File: config.mk
export PLATFORM = sky130hd
export DESIGN_NAME = chg_safety_tmr
export DESIGN_NICKNAME = d
export VERILOG_FILES = /design/src/rtl/chg_tmr_pkg.sv /design/src/rtl/chg_tmr_limits.sv /design/src/rtl/chg_tmr_rate.sv /design/src/rtl/chg_tmr_stage_cnt.sv /design/src/rtl/chg_safety_tmr.sv
export SDC_FILE = /design/constraint.sdc
export NUM_CORES = 1
export LEC_CHECK = 0
export BUFFER_PORTS_ARGS = -buffer_cell sky130_fd_sc_hd__buf_2
export CAP_MARGIN = 20
export CORE_ASPECT_RATIO = 1.25
export CORE_MARGIN = 4
export CORE_UTILIZATION = 35
export CTS_BUF_LIST = sky130_fd_sc_hd__clkbuf_4 sky130_fd_sc_hd__clkbuf_8
export DETAILED_ROUTE_END_ITERATION = 7
export GPL_ROUTABILITY_DRIVEN = 0
export SYNTH_ARGS = -nofsm -noshare
export SYNTH_HDL_FRONTEND = slang
export SYNTH_HIERARCHICAL = 1
export SYNTH_SLANG_ARGS = --single-unit
File: constraint.sdc
create_clock -name clk_i -period 7.55 [get_ports clk_i]
set_input_delay 0 -clock clk_i [delete_from_list [all_inputs] [get_ports clk_i]]
set_output_delay 0 -clock clk_i [all_outputs]
set_load 0.02 [all_outputs]
File: src/rtl/chg_tmr_pkg.sv
package chg_tmr_pkg;
  typedef enum logic [1:0] {
    STG_NONE = 2'b00,
    STG_TRKL = 2'b01,
    STG_PRE  = 2'b10,
    STG_FAST = 2'b11
  } stage_e;

  localparam int unsigned NUM_STG = 3;
  localparam int unsigned MAX_HOURS = 24;
endpackage

File: src/rtl/chg_tmr_limits.sv
module chg_tmr_limits
  import chg_tmr_pkg::*;
#(
  parameter int unsigned TPH   = 3600,
  parameter int unsigned CNT_W = 17
) (
  input  logic                          pre_sel_i,
  input  logic [1:0]                    fast_sel_i,
  output logic [NUM_STG:0][CNT_W-1:0]   lim_o
);
  localparam logic [CNT_W-1:0] L_TRKL = CNT_W'(TPH);
  localparam logic [CNT_W-1:0] L_PRE0 = CNT_W'(TPH / 2);
  localparam logic [CNT_W-1:0] L_PRE1 = CNT_W'(2 * TPH);
  localparam logic [CNT_W-1:0] L_F5   = CNT_W'(5 * TPH);
  localparam logic [CNT_W-1:0] L_F8   = CNT_W'(8 * TPH);
  localparam logic [CNT_W-1:0] L_F12  = CNT_W'(12 * TPH);
  localparam logic [CNT_W-1:0] L_F24  = CNT_W'(MAX_HOURS * TPH);

  always_comb begin
    lim_o           = '0;
    lim_o[STG_TRKL] = L_TRKL;
    lim_o[STG_PRE]  = pre_sel_i ? L_PRE1 : L_PRE0;
    unique case (fast_sel_i)
      2'b00:   lim_o[STG_FAST] = L_F5;
      2'b01:   lim_o[STG_FAST] = L_F8;
      2'b10:   lim_o[STG_FAST] = L_F12;
      default: lim_o[STG_FAST] = L_F24;
    endcase
  end
endmodule

File: src/rtl/chg_tmr_rate.sv
module chg_tmr_rate (
  input  logic clk_i,
  input  logic rst_ni,
  input  logic clr_i,
  input  logic qual_i,
  input  logic half_i,
  output logic step_o
);
  logic tog_q;

  always_ff @(posedge clk_i or negedge rst_ni) begin
    if (!rst_ni)              tog_q <= 1'b0;
    else if (clr_i)           tog_q <= 1'b0;
    else if (qual_i && half_i) tog_q <= ~tog_q;
  end

  // half rate: advance on the second of each pair of qualified ticks
  assign step_o = qual_i && (!half_i || tog_q);

  AST_HALF_SKIP: assert property (@(posedge clk_i) disable iff (!rst_ni)
    (step_o && half_i) |=> (!step_o || !half_i));
endmodule

File: src/rtl/chg_tmr_stage_cnt.sv
module chg_tmr_stage_cnt #(
  parameter int unsigned CNT_W = 17
) (
  input  logic             clk_i,
  input  logic             rst_ni,
  input  logic             clr_i,
  input  logic             inc_i,
  output logic [CNT_W-1:0] cnt_o
);
  logic [CNT_W-1:0] cnt_q;

  always_ff @(posedge clk_i or negedge rst_ni) begin
    if (!rst_ni)    cnt_q <= '0;
    else if (clr_i) cnt_q <= '0;
    else if (inc_i) cnt_q <= cnt_q + 1'b1;
  end

  assign cnt_o = cnt_q;

  AST_STEP_ONE: assert property (@(posedge clk_i) disable iff (!rst_ni)
    !clr_i |=> (cnt_q == $past(cnt_q) || cnt_q == $past(cnt_q) + 1'b1));
endmodule

File: src/rtl/chg_safety_tmr.sv
module chg_safety_tmr
  import chg_tmr_pkg::*;
#(
  parameter int unsigned TICKS_PER_HOUR = 3600,
  localparam int unsigned CNT_W = $clog2(MAX_HOURS * TICKS_PER_HOUR + 1)
) (
  input  logic       clk_i,
  input  logic       rst_ni,
  input  logic       tick_i,
  input  logic [1:0] stage_i,
  input  logic       new_cycle_i,
  input  logic       tmr_en_i,
  input  logic       half_rate_en_i,
  input  logic       curr_red_i,
  input  logic       fault_i,
  input  logic       pre_lim_i,
  input  logic [1:0] fast_lim_i,
  input  logic       flag_rd_i,
  output logic       chg_stop_o,
  output logic       tmr_stat_o,
  output logic       tmr_flag_o
);
  logic [1:0]                  prev_stage_q;
  logic                        expired_q, flag_q;
  logic [NUM_STG:0][CNT_W-1:0] lim_all, cnt_all;
  logic                        act, entry, hit, set_evt, qual, step, rate_clr;
  logic [CNT_W-1:0]            cnt_sel, lim_sel;

  chg_tmr_limits #(.TPH(TICKS_PER_HOUR), .CNT_W(CNT_W)) u_limits (
    .pre_sel_i (pre_lim_i),
    .fast_sel_i(fast_lim_i),
    .lim_o     (lim_all)
  );

  assign act     = (stage_i != STG_NONE);
  assign entry   = act && (stage_i != prev_stage_q);
  assign cnt_sel = cnt_all[stage_i];
  assign lim_sel = lim_all[stage_i];

  // expiry judged on the count held at the start of the cycle
  assign hit     = tmr_en_i && act && !entry && !new_cycle_i && (cnt_sel >= lim_sel);
  assign set_evt = hit && !expired_q;

  assign qual     = tick_i && tmr_en_i && act && !fault_i && !expired_q &&
                    !entry && !new_cycle_i && (cnt_sel < lim_sel);
  assign rate_clr = new_cycle_i || entry;

  chg_tmr_rate u_rate (
    .clk_i (clk_i),
    .rst_ni(rst_ni),
    .clr_i (rate_clr),
    .qual_i(qual),
    .half_i(half_rate_en_i && curr_red_i),
    .step_o(step)
  );

  assign cnt_all[0] = '0;
  for (genvar k = 1; k <= NUM_STG; k++) begin : g_stage
    logic sel_k;
    assign sel_k = (stage_i == 2'(k));
    chg_tmr_stage_cnt #(.CNT_W(CNT_W)) u_cnt (
      .clk_i (clk_i),
      .rst_ni(rst_ni),
      .clr_i (new_cycle_i || (entry && sel_k)),
      .inc_i (step && sel_k),
      .cnt_o (cnt_all[k])
    );
  end

  always_ff @(posedge clk_i or negedge rst_ni) begin
    if (!rst_ni) begin
      prev_stage_q <= STG_NONE;
      expired_q    <= 1'b0;
      flag_q       <= 1'b0;
    end else begin
      prev_stage_q <= stage_i;
      if (new_cycle_i || !tmr_en_i) expired_q <= 1'b0;
      else if (hit)                 expired_q <= 1'b1;
      if (set_evt)        flag_q <= 1'b1;
      else if (flag_rd_i) flag_q <= 1'b0;
    end
  end

  assign chg_stop_o = expired_q;
  assign tmr_stat_o = expired_q;
  assign tmr_flag_o = flag_q;

  AST_EN_LOW_NO_STOP: assert property (@(posedge clk_i) disable iff (!rst_ni)
    !tmr_en_i |=> !chg_stop_o);
  AST_FAULT_FREEZE: assert property (@(posedge clk_i) disable iff (!rst_ni)
    (fault_i && !new_cycle_i && !entry) |=> (cnt_all == $past(cnt_all)));
  AST_FLAG_ON_EXPIRY: assert property (@(posedge clk_i) disable iff (!rst_ni)
    $rose(tmr_stat_o) |-> tmr_flag_o);
  AST_FLAG_READ_CLR: assert property (@(posedge clk_i) disable iff (!rst_ni)
    (flag_rd_i && !set_evt) |=> !tmr_flag_o);
  AST_NEW_CYCLE_CLR: assert property (@(posedge clk_i) disable iff (!rst_ni)
    new_cycle_i |=> (!chg_stop_o && cnt_all == '0));
  AST_IDLE_HOLD: assert property (@(posedge clk_i) disable iff (!rst_ni)
    (!act && !new_cycle_i) |=> (cnt_all == $past(cnt_all) && !$rose(chg_stop_o)));
endmodule

; Word level (Yosys, flattened, before mapping)
; Index checks and enable logic that the tools add are counted.
[word_totals]
register_bits = 56
mem_bits_rw = 0
output_inout_bits = 3
n_memories = 0
latchBits = 0
mem_bits_ro = 0
[op_classes]
n_reduce_logical = 42
n_mul = 0
div_mod_pow = 0
n_eq_ne = 6
mux = 18
n_bitwise = 1
shift = 0
add_sub_neg = 3
n_lt_le_gt_ge = 3
[op_table]
columns = op, count
row1 = 17-bit two-way mux, 8
row2 = 17-bit binary-select mux with 2-bit select, 2
row3 = "17-bit by 1-bit adder with 17-bit output, second input constant", 3
row4 = 17-bit one-hot mux with 3 select lines, 1
row5 = 1-bit logical AND, 22
row6 = 17-bit >= comparator, 1
row7 = 17-bit < comparator, 1
row8 = 2-bit nonzero test, 7
row9 = 13-bit two-way mux, 1
row10 = "2-bit == test, second input constant", 3
row11 = 1-bit logical NOT, 6
row12 = 1-bit logical OR, 6
row13 = 1-bit two-way mux, 6
row14 = "2-bit by 1-bit == test with 1-bit output, second input constant", 2
row15 = "2-bit by 3-bit < comparator with 1-bit output, second input constant", 1
row16 = 2-bit logical NOT, 1
row17 = 2-bit inequality test, 1
row18 = 1-bit inverter, 1

; Longest topological paths before layout
; Gate-level depths: netlist (run 1).
[depth]
ltp_word = 11
depth_mapped = 19
depth_no_buf = 18

; Modules after synthesis
; The synthesis (run 1) kept the hierarchy.
[by_module_without_submodules]
columns = module, area_per_inst_um2, cells_each, instances, seq_area_each_um2
row1 = chg_tmr_stage_cnt, 872.1, 85, 3, 425.4
row2 = chg_safety_tmr, 1544.0, 152, 1, 100.1
row3 = chg_tmr_limits, 560.5, 74, 1, 0.0
row4 = chg_tmr_rate, 62.6, 6, 1, 25.0

; Worst setup path before layout (run 1)
; Ideal clock, no wire load.
[synth_timing]
kind = input-to-reg
startpoint = in stage_i[0]
endpoint = reg g_stage[2].u_cnt.cnt_q[15]
slack_ps = 3663
path_buffers = 3
required_ps = 7473
t_arrival_ps = 3809
cell_stages = 18
cell_sequence = buf_4 > buf_2 > mux2_1 > a22o_1 > ha_1 > a21oi_1 > o21a_1 > o221ai_2 > nor4_2 > and4b_1 > a21boi_0 > nand2_1 > nor2_1 > buf_2 > o211ai_1 > or3_4 > or4_1 > a21oi_1
[synth_between]
elab_chain_cells = 10
[synth_lines]
columns = item, line_no
row1 = from (decl), chg_safety_tmr.sv:10  ; input logic [1:0] stage_i,
row2 = branches (longest 6 deep; another with 17-bit < comparator), --
row3 = 1-bit logical AND *, chg_safety_tmr.sv:45  ; !entry && !new_cycle_i && (cnt_sel < lim_sel);
row4 = named net qual, chg_safety_tmr.sv:26  ; logic act, entry, hit, set_evt, qual, step, rate_clr;
row5 = 1-bit logical AND *, chg_tmr_rate.sv:18  ; assign step_o = qual_i && (!half_i || tog_q);
row6 = named net step, chg_safety_tmr.sv:26
row7 = 1-bit logical AND *, chg_safety_tmr.sv:65  ; .inc_i (step && sel_k),
row8 = 2-bit nonzero test (no line) *, --
row9 = to (signal assigned), chg_tmr_stage_cnt.sv:15  ; else if (inc_i) cnt_q <= cnt_q + 1'b1;
row10 = to (decl), chg_tmr_stage_cnt.sv:10  ; logic [CNT_W-1:0] cnt_q;
; Mark *: on every way through the listed nets, which the timed path passes. The select of a mux whose other input is x is not followed.
; A chain may end at the register's enable or synchronous reset.

; Worst setup path in the final report (run 1)
[layout_timing]
startpoint = in stage_i[0]
endpoint = reg g_stage[3].u_cnt.cnt_q[15]
[layout_between]
elab_chain_cells = 10
[layout_lines]
columns = item, line_no
row1 = branches (longest 6 deep; another with 17-bit < comparator), --
row2 = 1-bit logical AND *, chg_safety_tmr.sv:45
row3 = named net qual, chg_safety_tmr.sv:26
row4 = 1-bit logical AND *, chg_tmr_rate.sv:18
row5 = named net step, chg_safety_tmr.sv:26
row6 = 1-bit logical AND *, chg_safety_tmr.sv:65
row7 = 2-bit nonzero test (no line) *, --
row8 = to (signal assigned), chg_tmr_stage_cnt.sv:15
row9 = to (decl), chg_tmr_stage_cnt.sv:10
; Marked as above.

==> results of run 1 <==
==> state kept, by name, indices dropped and copies added, names as in the netlist <==
signal               count
prev_stage_q             2
tmr_flag_o               1
chg_stop_o               1
g_stage.u_cnt/cnt_o     51
u_rate/tog_q             1
==> kinds of logic (layout without fill, tap and decap cells) <==
family	count (synthesis)	after routing
adder cells (fa/ha/maj)	26	26
multiplexers	40	40
buffers and inverters	107	57
XOR/XNOR	34	34
other	2	50
AO/OA/AOI/OAI	74	74
flip-flops	56	56
AND/OR/NAND/NOR	148	148
==> how the worst max path moves through the flow <==
stage,end,slack [ns],cells past startpoint
6_report,g_stage[3].u_cnt/cnt_o[15],2.61,17
3_3_place_gp,g_stage[3].u_cnt/cnt_o[15],2.51,17
3_5_place_dp,g_stage[3].u_cnt/cnt_o[15],2.33,17
2_1_floorplan,g_stage[2].u_cnt/cnt_o[15],3.66,18
4_1_cts,g_stage[3].u_cnt/cnt_o[15],2.65,17
5_1_grt,g_stage[3].u_cnt/cnt_o[15],2.20,17
==> power by group through the flow <==
stage | Sequential (mW) | Combinational, mW | Clock [mW]
2_1_floorplan | 0.307 | 0.0817 | 0
3_3_place_gp | 0.307 | 0.0778 | 0
3_5_place_dp | 0.307 | 0.0807 | 0
4_1_cts | 0.301 | 0.0816 | 0.188
5_1_grt | 0.301 | 0.0919 | 0.197
6_report | 0.301 | 0.0811 | 0.181
==> worst reg2reg max path, stage by stage (launching register included) <==
cell and delay, ns:
dfrtp_1 0.44, mux2_1 0.33, a22o_1 0.19, ha_1 0.34
a21oi_1 0.14, o21a_1 0.14, o221ai_2 0.11, nor4_2 0.37
and4b_1 0.29, a21boi_0 0.33, nand2_1 0.13, nor2_1 0.54
o211ai_1 0.23, or3_4 0.40, or4_1 0.51, a21oi_1 0.15
==> cell type report <==
| type | instances | area share |
|---|---|---|
| Sequential cell | 56 | 0.289 |
| Multi-Input combinational cell | 372 | 0.600 |
| Timing Repair Buffer | 21 | 0.0253 |
| Inverter | 28 | 0.0217 |
| Clock inverter | 1 | 0.00155 |
| Clock buffer | 7 | 0.0186 |
| Tap cell | 171 | 0.0441 |
==> routing by layer <==
| metal | global-route usage | up-vias | routed length [um] |
|---|---|---|---|
| met2 | 0.238 | 42 | 5350 |
| met5 | 0 | - | 0 |
| met1 | 0.149 | 1609 | 4160 |
| li1 | - | 1634 | - |
| met3 | 0.0113 | 16 | 211 |
| met4 | 0.0437 | 0 | 198 |
==> per-stage QoR <==
stage,hold slack [ns],instance area [sq um]
global placement,0.207,4740
finish,0.0208,4850
floorplan,-0.296,4960
detailed placement,0.207,4740
CTS,0.0187,4850
global route,0.0449,4850
==> synthesized netlist by cell type (all sizes together), types with 3 or more instances <==
| cell | count | area share |
|---|---|---|
| buf | 76 | 0.11 |
| dfrtp | 56 | 0.29 |
| nor2 | 42 | 0.035 |
| inv | 28 | 0.022 |
| ha | 26 | 0.068 |
| a21oi | 22 | 0.024 |
| xor2 | 21 | 0.038 |
| mux2 | 20 | 0.047 |
| nand4 | 19 | 0.040 |
| nand2 | 18 | 0.014 |
| mux4 | 17 | 0.080 |
| nand3 | 17 | 0.018 |
| a22o | 16 | 0.029 |
| xnor2 | 13 | 0.024 |
| o21ai | 11 | 0.012 |
| or3 | 9 | 0.016 |
| and4 | 6 | 0.012 |
| nor2b | 6 | 0.0078 |
| nor4 | 5 | 0.011 |
| o31ai | 4 | 0.0063 |
| and3 | 3 | 0.0047 |
| clkbuf | 3 | 0.0024 |
| mux2i | 3 | 0.0063 |
| nor3 | 3 | 0.0031 |
| nor3b | 3 | 0.0047 |
| nor4b | 3 | 0.0055 |
| o211a | 3 | 0.0063 |
| o211ai | 3 | 0.0047 |
| or4 | 3 | 0.0047 |
| or4b | 3 | 0.0063 |
==> repair_timing <==
item / CTS / global route
hold buffers: 2 / 0
resized for setup: 0 / 0
hold endpoints to repair: 57 / 0
==> reports/metrics.yaml, run 1 <==
status: "complete, no violations"
cp_slowest_stage_delay_ns: 0.76
grt_overflow_total: 0
place_ws_ns: 2.33
die_x_um: 113
rr_startpoint: "g_stage[2].u_cnt/cnt_o[12]"
viasPerCell: 5.03
antenna_left: 0
syn_to_final_growth_pct: 1.46
drtIter0Drc: 172
synth_fa_ha_area_frac: 0.0680
cp_common_cell: "a21oi_1"
cts_tree: "done"
layout_common_cells: "dfrtp_1 (56), conb_1 (50), nor2_1 (41)"
synth_mux_area_frac: 0.133
cts_max_path_buffers: 2
power_mw: 0.563
critical_path_required_ns: 7.79
hold_viol_final: 0
multiInputGateArea_sq_um: 2910
post-route-util: 0.364
synth_enable_flop_cells: 0
path_delay_family: "simple AND/OR/NAND/NOR gates"
ys.flop_type: "dfrtp_1"
ios: 17
setup_viol: 0
grt_max_degree: 57
cp-end-kind: "flop"
hold_end: "u_rate/tog_q"
synth_top_family_by_area: "simple AND/OR/NAND/NOR gates"
diodes: 0
synth_cell_types: 65
wl_per_cell_um: 15.1
antenna_found_initial: 0
p_per_area_nw_per_um2: 116
start_util: 0.358
skew_ns: 0.0110
swShare: 0.269
drv_slew: 0
fp.dieH_um: 139
start_kind: "input pin"
avgSynthCellArea_sq_um: 9.82
drive_gt1_frac: 0.165
max_cap_violations: 0
crit_fanout: 40
nets: 524
p_sw_mw: 0.152
fin_crit_sh: 0.654
synth_simple_gate_area_share: 0.195
drt_pass1_iterations: 4
dpl.hpwl_um: 7570
relSlewSlack: 0.318
internal-power_mw: 0.412
dp_cells: 646
min_path_type: "in -> reg"
cp_num_buf_inv: 2
worst-r2r-cell-count: 15
min_from: "new_cycle_i"
insertion_delay_ns: 0.32
synth-seq-cells: 56
vias: 3301
r2r_end: "g_stage[3].u_cnt/cnt_o[15]"
final_cells: 656
htreeDepth: 2
clock-sinks: 56
power_leakage_nw: 2.19
p_clk_frac: 0.322
r2r_slack_ns: 2.82
netlist_area_sq_um: 4780
layout_commonest_cell: "dfrtp_1"
cts_inserted_buffers: 5
finalSetupTns_ns: 0
tightest_slew_ns: 1.02
die_area_sq_um: 15600
port_buffers: 16
cp_data_arrival_time_ns: 5.18
cts.clk_slew.worst_paths_ns: 0.10
worstHoldPathCells: 3
combPwrFrac: 0.144
nFillCells: 1375
drc: 0
p_seq_frac: 0.534
grt_first_pass_wirelength_um: 16300
ir_drop_uv: 66.9
worstSetupPathType: "in -> reg"
core-area_sq_um: 13300
synth_compound_area_frac: 0.110
path_cells: "buf_2 -> inv_2 -> nor2_4 -> a22o_1 -> ha_1 -> a21oi_1 -> o21a_1 -> o221ai_2 -> nor4_2 -> and4b_1 -> a21boi_0 -> nand2_1 -> nor2_1 -> o211ai_1 -> or3_4 -> or4_1 -> a21oi_1"
grt_pass1_vias: 3349
min_period_ns: 4.94
fmax_mhz: 202
crit_start: "stage_i[0]"
synthArstFlopShare: 1.00
rsz0062_at_grt: "no"
cts_setup_buffers: 0
cts-root-buf: "clkbuf_8"
synth_xor_area_frac: 0.0623
layout_setup_ws_ns: 2.61
synth_warnings: 6
cp_slowest_cell: "buf_2"
netlist_instances: 487
grt_usage: 0.127
num_rows: 47
yosysSeqAreaShare: 0.293
seq_area_sq_um: 1400
wirelength_um: 9920
(Power assumes the default switching activity.)
==> inputs of run 2 (changes only) <==
==> constraint.sdc (replaced) <==
create_clock -name clk_i -period 4.4 [get_ports clk_i]
set_input_delay 0 -clock clk_i [delete_from_list [all_inputs] [get_ports clk_i]]
set_output_delay 0 -clock clk_i [all_outputs]
set_load 0.02 [all_outputs]
==> reports/metrics.yaml, run 2 (synthesis results as in run 1) <==
status: "complete, no violations"
min_path_type: "in -> reg"
start_util: 0.358
clock-sinks: 56
fin_crit_sh: 0.926
p_per_area_nw_per_um2: 224
vias: 3388
cp-end-kind: "flop"
layout_commonest_cell: "dfrtp_1"
die_area_sq_um: 15600
place_ws_ns: 0.0968
drc: 0
dp_cells: 659
fmax_mhz: 245
insertion_delay_ns: 0.32
fp.dieH_um: 139
cts.clk_slew.worst_paths_ns: 0.11
cts_tree: "done"
setup_viol: 0
seq_area_sq_um: 1400
crit_fanout: 6
grt_first_pass_wirelength_um: 17100
relSlewSlack: 0.505
port_buffers: 16
multiInputGateArea_sq_um: 2920
grt_overflow_total: 0
drive_gt1_frac: 0.188
finalSetupTns_ns: 0
ios: 17
worstSetupPathType: "reg -> reg"
diodes: 0
min_period_ns: 4.08
largest_reg_flops: 51
final_cells: 671
critical_path_required_ns: 4.64
dpl.hpwl_um: 7910
max_cap_violations: 0
antenna_left: 0
num_rows: 47
nets: 539
die_x_um: 113
skew_ns: 0.0111
drt_pass1_iterations: 4
core-area_sq_um: 13300
grt_max_degree: 57
layout_setup_ws_ns: 0.324
ir_drop_uv: 167
start_kind: "flop"
wirelength_um: 10100
antenna_found_initial: 0
wl_per_cell_um: 15.0
hold_viol_final: 0
layout_common_cells: "dfrtp_1 (56), conb_1 (50), nor2_1 (41)"
rsz0062_at_grt: "no"
cts-root-buf: "clkbuf_8"
drv_slew: 0
viasPerCell: 5.05
tightest_slew_ns: 0.743
syn_to_final_growth_pct: 5.34
cts_max_path_buffers: 2
cp_data_arrival_time_ns: 4.32
grt_usage: 0.134
drtIter0Drc: 207
grt_pass1_vias: 3481
cts_inserted_buffers: 5
htreeDepth: 2
power_leakage_nw: 2.30
nFillCells: 1321
## run 2: cell types whose count changed in the layout (fill, tap and decap cells not counted)
cell,before,now
bufinv_16,0,3
a21boi_0,1,0
buf_4,3,17
nor4_2,1,0
a21boi_1,1,2
clkinvlp_4,1,0
clkbuf_8,6,5
dlygate4sd3_1,2,3
nor4_4,1,2
clkbuf_4,1,0
## run 2: routing by layer
metal / track usage / up-vias / share of wire / wire length (um)
li1: - / 1659 / - / -
met1: 0.159 / 1649 / 0.42 / 4270
met2: 0.243 / 65 / 0.53 / 5350
met3: 0.0153 / 15 / 0.022 / 217
met4: 0.0494 / 0 / 0.024 / 242
met5: 0 / - / 0 / 0
## run 2: layout make-up
| type | count | share of cell area |
|---|---|---|
| multi-input combinational | 372 | 0.580 |
| sequential | 56 | 0.278 |
| timing repair buffer | 36 | 0.0472 |
| tap | 171 | 0.0425 |
| inverter | 28 | 0.0209 |
| clock inverter | 3 | 0.0179 |
| clock buffer | 5 | 0.0137 |
## run 2: worst max-delay path, stage by stage (launching register included)
cell and delay [ns]:
dfrtp_1 0.48, mux2_1 0.35, a22o_1 0.22, ha_1 0.32
nand4_2 0.14, nor4_4 0.07, and2b_1 0.18, nor4_4 0.28
and4b_1 0.26, a21boi_1 0.21, and2_1 0.22, o211ai_1 0.18
or3_4 0.41, or4_1 0.51, a21oi_1 0.15
## run 2: final timing paths
| check | end | cells past startpoint | slack (ns) | from |
|---|---|---|---|---|
| max reg2reg | g_stage[1].u_cnt/cnt_o[15] | 14 | 0.32 | g_stage[3].u_cnt/cnt_o[7] |
| max in group asynchronous | g_stage[2].u_cnt/cnt_o[13] | 3 | 3.55 | rst_ni |
| min in group asynchronous | g_stage[2].u_cnt/cnt_o[8] | 3 | 0.36 | rst_ni |
| max | g_stage[1].u_cnt/cnt_o[15] | 14 | 0.32 | g_stage[3].u_cnt/cnt_o[7] |
| min | prev_stage_q[1] | 1 | 0.04 | stage_i[1] |
| min reg2reg | g_stage[2].u_cnt/cnt_o[10] | 2 | 0.58 | g_stage[2].u_cnt/cnt_o[10] |
## run 2: report_power, final
part           switching (mW)  internal (mW)
Combinational          0.0843         0.0612
Sequential            0.00142          0.515
Clock                   0.181          0.285
## run 2: metrics by stage
stage / total power [mW] / area, sq um / utilization / hold slack (ns)
CTS: 1.14 / 5020 / 0.376 / 0.0375
detailed placement: 0.671 / 4830 / 0.362 / 0.218
global route: 1.18 / 5040 / 0.377 / 0.0441
finish: 1.13 / 5040 / 0.377 / 0.0375
floorplan: 0.667 / 4960 / - / -0.296
global placement: 0.666 / 4830 / 0.362 / 0.203
## run 2: timing repair
action | CTS | global route
endpoints found under the hold margin | 59 | 0
hold buffers | 3 | 0
endpoints found under the setup margin | 0 | 10
setup buffers | 0 | 1
resized for setup | 0 | 2
